<file path="config.mk">
export PLATFORM = sky130hd
export DESIGN_NAME = hamming_guarded_ram
export DESIGN_NICKNAME = d
export VERILOG_FILES = /design/src/rtl/hg_pkg.sv /design/src/rtl/hg_encoder.sv /design/src/rtl/hg_decoder.sv /design/src/rtl/hg_array.sv /design/src/rtl/hg_region_guard.sv /design/src/rtl/hg_cycle_ctrl.sv /design/src/rtl/hamming_guarded_ram.sv
export SDC_FILE = /design/constraint.sdc
export NUM_CORES = 2
export LEC_CHECK = 0
export ABC_CLOCK_PERIOD_IN_PS = 5090
export BUFFER_PORTS_ARGS = -buffer_cell sky130_fd_sc_hd__buf_4
export CAP_MARGIN = 20
export CORE_MARGIN = 2
export CORE_UTILIZATION = 50
export CTS_BUF_LIST = sky130_fd_sc_hd__clkbuf_16
export DETAILED_ROUTE_END_ITERATION = 8
export PLACE_DENSITY = 0.71
export SLEW_MARGIN = 20
export SYNTH_ARGS = -nofsm -noshare
export SYNTH_HDL_FRONTEND = slang
export SYNTH_SLANG_ARGS = --single-unit
export TNS_END_PERCENT = 1
</file>
<file path="constraint.sdc">
create_clock -name clk -period 5.09 [get_ports clk]
set_input_delay 1.018 -clock clk [delete_from_list [all_inputs] [get_ports clk]]
set_output_delay 1.018 -clock clk [all_outputs]
set_load 0.01 [all_outputs]
</file>
<file path="src/rtl/hg_pkg.sv">
package hg_pkg;

   typedef logic [63:0] hg_vec_t;

   // number of check bits needed for dw data bits
   function automatic int hg_check_bits(int dw);
      int p;
      p = 0;
      while ((1 << p) < dw + p + 1) p++;
      return p;
   endfunction

   function automatic bit hg_is_pow2(int p);
      return (p > 0) && ((p & (p - 1)) == 0);
   endfunction

   // positions (1-based) covered by check bit k
   function automatic hg_vec_t hg_cover_mask(int k, int cw);
      hg_vec_t m;
      m = '0;
      for (int p = 1; p <= cw; p++)
         if ((p >> k) & 1) m[p-1] = 1'b1;
      return m;
   endfunction

   // syndrome as XOR of set positions; zero for a clean codeword
   function automatic int hg_syndrome(hg_vec_t c, int cw);
      int s;
      s = 0;
      for (int p = 1; p <= cw; p++)
         if (c[p-1]) s = s ^ p;
      return s;
   endfunction

endpackage

</file>
<file path="src/rtl/hg_encoder.sv">
module hg_encoder
   import hg_pkg::*;
#(
   parameter int  DW = 16,
   localparam int PW = hg_check_bits(DW),
   localparam int CW = DW + PW
) (
   input  logic [DW-1:0] data_i,
   output logic [CW-1:0] code_o
);

   logic [CW-1:0] placed;
   logic [PW-1:0] chk;

   // scatter data bits over the non-power-of-two positions
   always_comb begin
      int j;
      placed = '0;
      j = 0;
      for (int p = 1; p <= CW; p++) begin
         if (!hg_is_pow2(p)) begin
            placed[p-1] = data_i[j];
            j++;
         end
      end
   end

   for (genvar gk = 0; gk < PW; gk++) begin : g_chk
      localparam hg_vec_t MASK = hg_cover_mask(gk, CW);
      assign chk[gk] = ^(placed & MASK[CW-1:0]);
   end

   always_comb begin
      code_o = placed;
      for (int k = 0; k < PW; k++) code_o[(1 << k) - 1] = chk[k];
   end

endmodule

</file>
<file path="src/rtl/hg_decoder.sv">
module hg_decoder
   import hg_pkg::*;
#(
   parameter int  DW = 16,
   localparam int PW = hg_check_bits(DW),
   localparam int CW = DW + PW
) (
   input  logic [CW-1:0] code_i,
   input  logic          bypass_i,
   output logic [DW-1:0] data_o,
   output logic          err_o
);

   logic [PW-1:0] syn;
   logic [CW-1:0] fixed;
   logic [DW-1:0] raw_d;
   logic [DW-1:0] cor_d;

   for (genvar gk = 0; gk < PW; gk++) begin : g_syn
      localparam hg_vec_t MASK = hg_cover_mask(gk, CW);
      assign syn[gk] = ^(code_i & MASK[CW-1:0]);
   end

   // flip the pointed position; out-of-range syndromes leave the word alone
   always_comb begin
      fixed = code_i;
      if ((syn != '0) && (int'(syn) <= CW))
         fixed[int'(syn) - 1] = ~code_i[int'(syn) - 1];
   end

   always_comb begin
      int j;
      raw_d = '0;
      cor_d = '0;
      j = 0;
      for (int p = 1; p <= CW; p++) begin
         if (!hg_is_pow2(p)) begin
            raw_d[j] = code_i[p-1];
            cor_d[j] = fixed[p-1];
            j++;
         end
      end
   end

   assign data_o = bypass_i ? raw_d : cor_d;
   assign err_o  = |syn;

endmodule

</file>
<file path="src/rtl/hg_array.sv">
module hg_array #(
   parameter int AW             = 6,
   parameter int CW             = 21,
   parameter bit CLEAR_ON_RESET = 1'b1,
   localparam int DEPTH = 1 << AW,
   localparam int FPW   = $clog2(CW + 1)
) (
   input  logic           clk,
   input  logic           rst_n,
   input  logic           wr_en,
   input  logic [AW-1:0]  wr_addr,
   input  logic [CW-1:0]  wr_code,
   input  logic [AW-1:0]  rd_addr,
   output logic [CW-1:0]  rd_code,
   input  logic           flt_en,
   input  logic [AW-1:0]  flt_addr,
   input  logic [FPW-1:0] flt_pos
);

   logic [CW-1:0] mem [DEPTH];
   logic          flt_ok;

   assign flt_ok  = flt_en && (flt_pos != '0) && (int'(flt_pos) <= CW);
   assign rd_code = mem[rd_addr];

   if (CLEAR_ON_RESET) begin : g_clr
      always_ff @(posedge clk or negedge rst_n) begin
         if (!rst_n) begin
            for (int i = 0; i < DEPTH; i++) mem[i] <= '0;
         end else begin
            if (wr_en) mem[wr_addr] <= wr_code;
            if (flt_ok) mem[flt_addr][int'(flt_pos) - 1] <= ~mem[flt_addr][int'(flt_pos) - 1];
         end
      end
   end else begin : g_noclr
      always_ff @(posedge clk) begin
         if (wr_en) mem[wr_addr] <= wr_code;
         if (flt_ok) mem[flt_addr][int'(flt_pos) - 1] <= ~mem[flt_addr][int'(flt_pos) - 1];
      end
   end

   // stored words change only by write or injected fault
   AST_HOLD_WITHOUT_WRITE: assert property (@(posedge clk) disable iff (!rst_n)
      (!wr_en && !flt_en) |=> (($past(rd_addr) != rd_addr) || (rd_code == $past(rd_code))));

endmodule

</file>
<file path="src/rtl/hg_region_guard.sv">
module hg_region_guard #(
   parameter int  REGIONS = 2,
   localparam int RB = (REGIONS > 1) ? $clog2(REGIONS) : 1
) (
   input  logic [RB-1:0]      region_i,
   input  logic [REGIONS-1:0] inh_n_i,
   output logic               permit_o
);

   if (REGIONS == 1) begin : g_single
      logic unused_region;
      assign unused_region = ^region_i;
      assign permit_o      = inh_n_i[0];
   end else begin : g_split
      assign permit_o = inh_n_i[region_i];
   end

endmodule

</file>
<file path="src/rtl/hg_cycle_ctrl.sv">
module hg_cycle_ctrl #(
   parameter int AW = 6
) (
   input  logic          clk,
   input  logic          rst_n,
   input  logic          cs,
   input  logic [AW-1:0] addr,
   input  logic          we,
   input  logic          we_async,
   output logic [AW-1:0] lat_addr,
   output logic          lat_we,
   output logic          wr_fire,
   output logic          rd_en
);

   logic cs_q;
   logic act;
   logic pend;
   logic start;

   assign start   = cs && !cs_q;
   assign wr_fire = cs && act && pend && we_async;
   assign rd_en   = cs && act && !lat_we;

   always_ff @(posedge clk or negedge rst_n) begin
      if (!rst_n) begin
         cs_q     <= 1'b0;
         act      <= 1'b0;
         pend     <= 1'b0;
         lat_we   <= 1'b0;
         lat_addr <= '0;
      end else begin
         cs_q <= cs;
         if (!cs) begin
            act  <= 1'b0;
            pend <= 1'b0;
         end else if (start) begin
            act      <= 1'b1;
            pend     <= we;
            lat_we   <= we;
            lat_addr <= addr;
         end else if (wr_fire) begin
            pend <= 1'b0;
         end
      end
   end

   AST_ONE_WRITE_PER_CYCLE: assert property (@(posedge clk) disable iff (!rst_n)
      wr_fire |=> !wr_fire);

   AST_LATCH_HELD: assert property (@(posedge clk) disable iff (!rst_n)
      (cs && $past(cs) && $past(act)) |-> ($stable(lat_addr) && $stable(lat_we)));

endmodule

</file>
<file path="src/rtl/hamming_guarded_ram.sv">
module hamming_guarded_ram
   import hg_pkg::*;
#(
   parameter int  AW             = 6,
   parameter int  DW             = 16,
   parameter bit  CLEAR_ON_RESET = 1'b1,
   localparam int PW  = hg_check_bits(DW),
   localparam int CW  = DW + PW,
   localparam int FPW = $clog2(CW + 1)
) (
   input  logic           clk,
   input  logic           rst_n,
   input  logic           cs,
   input  logic           we,
   input  logic           we_async,
   input  logic           oe,
   input  logic           inh_lo_n,
   input  logic           inh_hi_n,
   input  logic           ecc_bypass,
   input  logic [AW-1:0]  addr,
   input  logic [DW-1:0]  data_in,
   output logic [DW-1:0]  data_out,
   output logic           data_oe,
   output logic           err_flag,
   input  logic           fault_en,
   input  logic [AW-1:0]  fault_addr,
   input  logic [FPW-1:0] fault_pos
);

   localparam int REGIONS = 2;

   if (AW < 2 || AW > 16) begin : g_bad_aw
      $error("hamming_guarded_ram: AW out of range");
   end
   if (DW < 4 || DW > 57) begin : g_bad_dw
      $error("hamming_guarded_ram: DW out of range");
   end

   logic [AW-1:0] lat_addr;
   logic          lat_we;
   logic          wr_fire;
   logic          rd_en;
   logic          permit;
   logic          arr_we;
   logic [CW-1:0] wr_code;
   logic [CW-1:0] rd_code;
   logic [DW-1:0] dec_data;
   logic          dec_err;
   logic          rd_valid;
   logic [DW-1:0] rd_data;
   logic          rd_err;

   hg_cycle_ctrl #(.AW(AW)) u_ctrl (
      .clk      (clk),
      .rst_n    (rst_n),
      .cs       (cs),
      .addr     (addr),
      .we       (we),
      .we_async (we_async),
      .lat_addr (lat_addr),
      .lat_we   (lat_we),
      .wr_fire  (wr_fire),
      .rd_en    (rd_en)
   );

   hg_region_guard #(.REGIONS(REGIONS)) u_guard (
      .region_i (lat_addr[AW-1]),
      .inh_n_i  ({inh_hi_n, inh_lo_n}),
      .permit_o (permit)
   );

   assign arr_we = wr_fire && permit;

   hg_encoder #(.DW(DW)) u_enc (
      .data_i (data_in),
      .code_o (wr_code)
   );

   hg_array #(.AW(AW), .CW(CW), .CLEAR_ON_RESET(CLEAR_ON_RESET)) u_arr (
      .clk      (clk),
      .rst_n    (rst_n),
      .wr_en    (arr_we),
      .wr_addr  (lat_addr),
      .wr_code  (wr_code),
      .rd_addr  (lat_addr),
      .rd_code  (rd_code),
      .flt_en   (fault_en),
      .flt_addr (fault_addr),
      .flt_pos  (fault_pos)
   );

   hg_decoder #(.DW(DW)) u_dec (
      .code_i   (rd_code),
      .bypass_i (ecc_bypass),
      .data_o   (dec_data),
      .err_o    (dec_err)
   );

   always_ff @(posedge clk or negedge rst_n) begin
      if (!rst_n) begin
         rd_valid <= 1'b0;
         rd_data  <= '0;
         rd_err   <= 1'b0;
      end else if (!cs) begin
         rd_valid <= 1'b0;
         rd_data  <= '0;
         rd_err   <= 1'b0;
      end else if (rd_en) begin
         rd_valid <= 1'b1;
         rd_data  <= dec_data;
         rd_err   <= dec_err;
      end
   end

   assign data_out = rd_data;
   assign data_oe  = cs && oe && rd_valid;
   assign err_flag = rd_valid && rd_err;

   AST_NO_DRIVE_IN_WRITE_CYCLE: assert property (@(posedge clk) disable iff (!rst_n)
      data_oe |-> !lat_we);

   AST_STORE_IS_CODEWORD: assert property (@(posedge clk) disable iff (!rst_n)
      arr_we |-> (hg_syndrome(hg_vec_t'(wr_code), CW) == 0));

   AST_FLAG_ONLY_ON_READ: assert property (@(posedge clk) disable iff (!rst_n)
      err_flag |-> !lat_we);

   AST_INHIBITED_HALF_UNTOUCHED: assert property (@(posedge clk) disable iff (!rst_n)
      arr_we |-> (lat_addr[AW-1] ? inh_hi_n : inh_lo_n));

endmodule

</file>
# After elaboration in Yosys (flattened, before gate mapping)
# Index checks and enable logic that the tools add are counted.
[totals]
wordCells = 164
output_inout_bits = 18
ff_bits = 1372
[classes]
muxes = 40
eq_ne = 3
magnitude_cmp = 11
n_reduce_logical = 32
n_addsub = 2
bitwise = 4
[op_table]
columns = ["operator", "count"]
rows = [
  ["bitwise mux 1344 bit", 2],
  ["two-way mux 1344 bit", 2],
  ["binary-select mux 21 bit (select 6 bit)", 2],
  ["demux 21 bit (select 6 bit)", 2],
  ["parity 21 bit", 10],
  ["two-way mux 21 bit", 7],
  [">= comparator 32 x 1 -> 1 bit (second input constant)", 2],
  ["< comparator 32 x 7 -> 1 bit (second input constant)", 2],
  ["two-way mux 16 bit", 3],
  ["bitwise mux 21 bit", 1],
  ["two-way mux 1 bit", 17],
  ["logical AND 1 bit", 16],
  [">= comparator 7 bit (second input constant)", 2],
  ["< comparator 7 x 1 -> 1 bit (second input constant)", 2],
  ["inverter 6 -> 7 bit", 2],
  ["subtractor 5 x 1 -> 6 bit (second input constant)", 2],
  ["binary-select mux 1 bit (select 5 bit)", 2],
  ["demux 1 bit (select 5 bit)", 2],
  ["<= comparator 5 bit (second input constant)", 2],
  ["nonzero test 5 bit", 2],
  ["OR reduction 5 bit", 1],
  ["!= test 2 x 1 -> 1 bit (second input constant)", 2],
  ["!= test 3 x 1 -> 1 bit (second input constant)", 1],
  ["logical NOT 1 bit", 2],
  ["other kinds (3)", 4],
]

# Longest topological paths before layout
[logic_depth]
depth_word = 15
depth_mapped = 25

# By module
# Synthesis repeated with hierarchy kept, for this count alone.
[unflattened]
hier_cells = 8948
hier_area_um2 = 93393.3
[by_module_without_submodules]
columns = ["module", "n_inst", "cells_per_inst", "area_per_inst_um2", "seq_area_each_um2"]
rows = [
  ["hg_array", 1, 8657, 90408.0, 33632.3],
  ["hg_decoder", 1, 162, 1381.3, 0.0],
  ["hamming_guarded_ram", 1, 59, 788.3, 450.4],
  ["hg_cycle_ctrl", 1, 29, 429.2, 250.2],
  ["hg_encoder", 1, 40, 371.6, 0.0],
  ["hg_region_guard", 1, 1, 15.0, 0.0],
]

# Least setup slack after synthesis
# No wires, ideal clock.
[synth_timing]
kind = "reg2reg"
from = "reg u_ctrl.lat_addr[0]"
to = "reg rd_data[10] (netlist: data_out[10])"
arrival_ns = 4.983
n_path_buf = 6
synth_period_minus_slack_ns = 5.087
setup_ns = 0.104
stages_incl_launch_ff = 21
setup_slack_ns = 0.003
cell_sequence = "dfrtp_1 > buf_6 > buf_6 > buf_8 > buf_4 > a221o_1 > a222oi_1 > o22ai_1 > nor4_2 > xor2_1 > xnor3_1 > xnor3_1 > ha_1 > clkbuf_1 > xnor3_1 > mux2_2 > a31o_1 > o2111ai_2 > o21bai_4 > buf_6 > o311ai_1"
[synth_between]
elab_chain_len = 15
[synth_rtl]
columns = ["element", "line_no", "text"]
rows = [
  ["start, declared", "hg_cycle_ctrl.sv:10", "output logic [AW-1:0] lat_addr,"],
  ["start signal, assigned", "hg_cycle_ctrl.sv:41", "lat_addr <= addr;"],
  ["inverter 6 -> 7 bit (not written as such) *", "hg_array.sv:24", "assign rd_code = mem[rd_addr];"],
  ["binary-select mux 21 bit (select 6 bit) *", "hg_array.sv:24", ""],
  ["two-way mux 21 bit (not written as such) * (2 in a row)", "hg_array.sv:24", ""],
  ["parity 21 bit", "hg_decoder.sv:21", "assign syn[gk] = ^(code_i & MASK[CW-1:0]);"],
  ["subtractor 5 x 1 -> 6 bit", "hg_decoder.sv:28", "fixed[int'(syn) - 1] = ~code_i[int'(syn) - 1];"],
  [">= comparator 32 x 1 -> 1 bit (not written as such) (tied with other cells)", "hg_decoder.sv:28", ""],
  ["logical AND 1 bit (not written as such) / two-way mux 1 bit (equally long branches)", "hg_decoder.sv:28", ""],
  ["two-way mux 1 bit (not written as such)", "hg_decoder.sv:28", ""],
  ["demux 1 bit (select 5 bit) / inverter 1 bit (equally long branches)", "hg_decoder.sv:28", ""],
  ["bitwise mux 21 bit", "hg_decoder.sv:28", ""],
  ["two-way mux 21 bit", "hg_decoder.sv:27", "if ((syn != '0) && (int'(syn) <= CW))"],
  ["two-way mux 16 bit *", "hg_decoder.sv:45", "assign data_o = bypass_i ? raw_d : cor_d;"],
  ["two-way mux 16 bit *", "hamming_guarded_ram.sv:108", "end else if (rd_en) begin"],
  ["two-way mux 16 bit *", "hamming_guarded_ram.sv:104", "end else if (!cs) begin"],
  ["end signal, assigned", "hamming_guarded_ram.sv:110", "rd_data <= dec_data;"],
  ["end, declared", "hamming_guarded_ram.sv:50", "logic [DW-1:0] rd_data;"],
]
# Every way passes the cells marked *; elsewhere a longest branch is shown, timed or not. The select of a mux whose other input is x is not followed.
# A chain may end at the register's enable or synchronous reset.

# Final worst setup path
[layout_timing]
from = "reg u_ctrl.lat_addr[2]"
to = "reg rd_data[3] (netlist: data_out[3])"
# The elaborated chain is that of the path after synthesis.

==> results.sh <==
export IMPL_crit_family="compound AO/OA/AOI/OAI gates"
export IMPL_clkSinkCount=1372
export IMPL_ys_types=95
export IMPL_dr_pass1_iters=9
export IMPL_end_kind="register"
export IMPL_dieArea_um2=184200
export IMPL_vias=90750
export IMPL_clk_path_buf_depth=3
export IMPL_power_density_nw_per_um2=314.5
export IMPL_tightest_slew_ns=1.352
export IMPL_cts_max_level=4
export IMPL_avgSynthCellArea_um2=10.02
export IMPL_ir_worst_vdd_mv=0.5138
export IMPL_total_power_mw=34.94
export IMPL_drv_cap=0
export IMPL_hpwl_um=358800
export IMPL_grt_pass1_vias=85980
export IMPL_clk_pin_slew_ns=0.06
export IMPL_grt_max_degree=129
export IMPL_cpPeakStageDelay_ns=0.82
export IMPL_cts_root_buf="clkbuf_16"
export IMPL_cp_slowest_cell="a21oi_1"
export IMPL_critPathRequiredTime_ns=5.80
export IMPL_die_y_um=429.2
export IMPL_synth_top_area_share_pct=37.98
export IMPL_cp_num_buf_inv=7
export IMPL_synth_common_cells="mux2i_1, nor2_1, dfrtp_1"
export IMPL_area_delta_synth_final_pct=22.94
export IMPL_setup_viol=155
export IMPL_yosysWarnings=0
export IMPL_dr_first_iter_drc_count=16350
export IMPL_io_pins=61
export IMPL_start_kind="register"
export IMPL_cts_tree="built"
export IMPL_synth_seq_cells=1372
export IMPL_reg2reg_from="u_ctrl.lat_addr[2]"
export IMPL_crit_start="u_ctrl.lat_addr[2]"
export IMPL_antenna_found_initial=53
export IMPL_yosys_top_cells_area="dfrtp_1, mux2i_1, nor2_1"
export IMPL_min_path_type="primary input to asynchronous set/reset pin"
export IMPL_antenna_left=0
export IMPL_start_util_pct=50.18
export IMPL_crit_fanout=7
export IMPL_stdcell_count=12220
export IMPL_ys_seq_area_share_pct=37.98
export IMPL_cp_arrival_ns=6.32
export IMPL_fin_crit_sh_pct=110.3
export IMPL_max_freq_mhz=178.2
export IMPL_row_count=156
export IMPL_dieWidth_um=429.2
export IMPL_synth_edff_count=0
export IMPL_status="finished with violations"
export IMPL_synthCells=9024
export IMPL_timing_rr_end="data_out[3]"
export IMPL_gr_usage_all_layers_pct=55.12
export IMPL_rrSetupSlack_ns=-0.52
export IMPL_cts_inserted_buffers=163
export IMPL_yosysMostFrequentCell="mux2i_1"
export IMPL_grt_overflow=0
export IMPL_via_per_inst=7.427
export IMPL_routabilityCongestion=1.096
export IMPL_final_layout_size_suffix_gt1_share_pct=22.84
export IMPL_fin_ws_ns=-0.5220
export IMPL_drv_slew=0
export IMPL_io_buffers=60
export IMPL_failed_checks="negative setup slack"
export IMPL_cp_depth=20
export IMPL_cp_endpoint="data_out[3]"
export IMPL_wire_per_inst_um=42.78
export IMPL_r2r_cells=20
export IMPL_crit_chain="buf_12, clkinv_4, buf_6, buf_16, buf_4, buf_4, nand2_1, a21oi_1, nor4_4, o2111a_2, xnor3_1, xnor3_2, ha_4, xnor3_2, mux2_4, a31o_1, o2111ai_2, o21bai_4, clkbuf_16, o311ai_2"
export IMPL_final_nets=9750
export IMPL_hold_buffers=0
export IMPL_dp_cells=11820
export IMPL_hold_viol=0
export IMPL_clk_insertion_delay_late_ns=0.88
export IMPL_critPathKind="register to register"
export IMPL_period_needed_ns=5.612
export IMPL_synth_top_flop_cell="dfrtp_1"
export IMPL_core_area_um2=180200
export IMPL_p_leak_nw=42.21
export IMPL_drt_wl_total_um=522700
export IMPL_slew_limit_headroom_pct=8.946
export IMPL_rsz0062_at_grt="true"
export IMPL_ys_async_sr_fraction_pct=100.0
export IMPL_synth_area_leader_cell="dfrtp_1"
export IMPL_synth_area_um2=90390
export IMPL_grt_pass1_wl_um=714200
export IMPL_drc=0
export IMPL_finClkSkew_ns=0.04297
export IMPL_fill_cells=14960
export IMPL_syn_nets=9078
[layer usage]
metal  vias up  global-route usage, %  wire length [um]
met5         -                      0               455
met4        54                  40.34             50340
met3      2305                  23.33             80340
met2      8506                  75.18            205000
met1     45260                  69.26            186600
li1      34620                      -                 -
[how the worst min path moves through the flow]
| stage | to | from |
|---|---|---|
| floorplan | rd_valid | rd_valid |
| global placement | rd_valid | rd_valid |
| detailed placement | rd_valid | rd_valid |
| CTS | u_arr.mem[886] | rst_n |
| global route | u_arr.mem[949] | rst_n |
| finish | u_arr.mem[949] | rst_n |
[sequential cells by signal, indices dropped and copies added, names as in the netlist]
| register | cells |
|---|---|
| u_ctrl.pend | 1 |
| u_arr.mem | 1344 |
| u_ctrl.act | 1 |
| rd_err | 1 |
| rd_valid | 1 |
| u_ctrl.lat_addr | 6 |
| data_out | 16 |
| u_ctrl.cs_q | 1 |
| u_ctrl.lat_we | 1 |
[layout by cell type, fill, tap and decap left out, types with 14 or more instances in the layout]
cell type / n
nor2_4: 75
nor4_2: 14
o22a_1: 24
diode_2: 21
a21oi_1: 72
nor4_1: 66
clkbuf_16: 170
o211ai_1: 16
mux2i_1: 2805
nand2_2: 22
mux2_2: 64
o31ai_1: 66
o221ai_1: 102
a22oi_1: 209
inv_1: 56
nand4_1: 29
clkinv_2: 25
a31oi_1: 19
buf_4: 1229
nor3_1: 28
dfrtp_1: 1369
o41ai_1: 15
nand2b_1: 15
mux4_2: 135
nor2_1: 1396
a22o_1: 29
nand3_1: 44
xor2_1: 14
buf_12: 252
nand2_1: 239
or4_1: 20
o22ai_1: 554
a221oi_1: 84
clkinv_1: 36
buf_6: 39
xnor2_1: 28
o21ai_0: 76
[kinds of logic (layout without fill, tap and decap cells)]
group | Yosys count | in the layout | synth area share (%)
multiplexers | 3017 | 3017 | 35.39
AND/OR/NAND/NOR | 2070 | 2071 | 9.606
AO/OA/AOI/OAI | 1441 | 1441 | 11.30
flip-flops | 1372 | 1372 | 37.98
buffers and inverters | 1050 | 1853 | 4.836
XOR/XNOR | 63 | 63 | 0.7419
adder cells (fa/ha/maj) | 11 | 11 | 0.1523
other | 0 | 21 | 0
[report_power, final]
part	switching (mW)	leakage [nW]	internal, mW
clock network	5.23	2.65	6.39
registers	0.236	19.1	11.1
logic	7.36	20.5	4.61
total	12.8	42.2	22.1
[through the flow]
stage | cell area [um^2] | utilization, % | hold slack [ns] | setup slack, ns | setup TNS [ns]
2_1_floorplan | 90390 | - | 0.4468 | 0.003226 | 0
3_3_place_gp | 103900 | 57.68 | 0.4647 | -0.9852 | -1130.98
3_5_place_dp | 104000 | 57.71 | 0.4846 | -0.9386 | -1042.62
4_1_cts | 110200 | 61.14 | 0.1013 | -0.2785 | -4.141
5_1_grt | 111100 | 61.65 | 0.1270 | -0.4731 | -6.918
6_report | 111100 | 61.68 | 0.07251 | -0.5220 | -9.787
[worst register-to-register path: stages, from the launching register on]
cell and delay [ns]:
dfrtp_4 0.55, buf_12 0.18, clkinv_4 0.17, buf_6 0.20
buf_16 0.12, buf_4 0.30, buf_4 0.27, nand2_1 0.07
a21oi_1 0.82, nor4_4 0.11, o2111a_2 0.22, xnor3_1 0.34
xnor3_2 0.31, ha_4 0.20, xnor3_2 0.44, mux2_4 0.32
a31o_1 0.22, o2111ai_2 0.10, o21bai_4 0.20, clkbuf_16 0.22
o311ai_2 0.11
[layout make-up]
type | count | area (um^2) | share of cell area (%)
diodes | 21 | 52.55 | 0.04729
clock buffers | 167 | 4179 | 3.761
clock inverters | 130 | 874.6 | 0.7870
inverters | 17 | 68.82 | 0.06192
multi-input cells | 6603 | 53480 | 48.12
flip-flops and latches | 1372 | 34340 | 30.91
well taps | 2370 | 2965 | 2.668
repair buffers | 1539 | 15170 | 13.65
[what timing repair did]
action | CTS | global route
cloned | 4 | 3
setup endpoints to repair | 46 | 1320
resized for setup | 122 | 117
setup buffers | 46 | 27
pin swaps | 27 | 45
(Power assumes the default switching activity.)
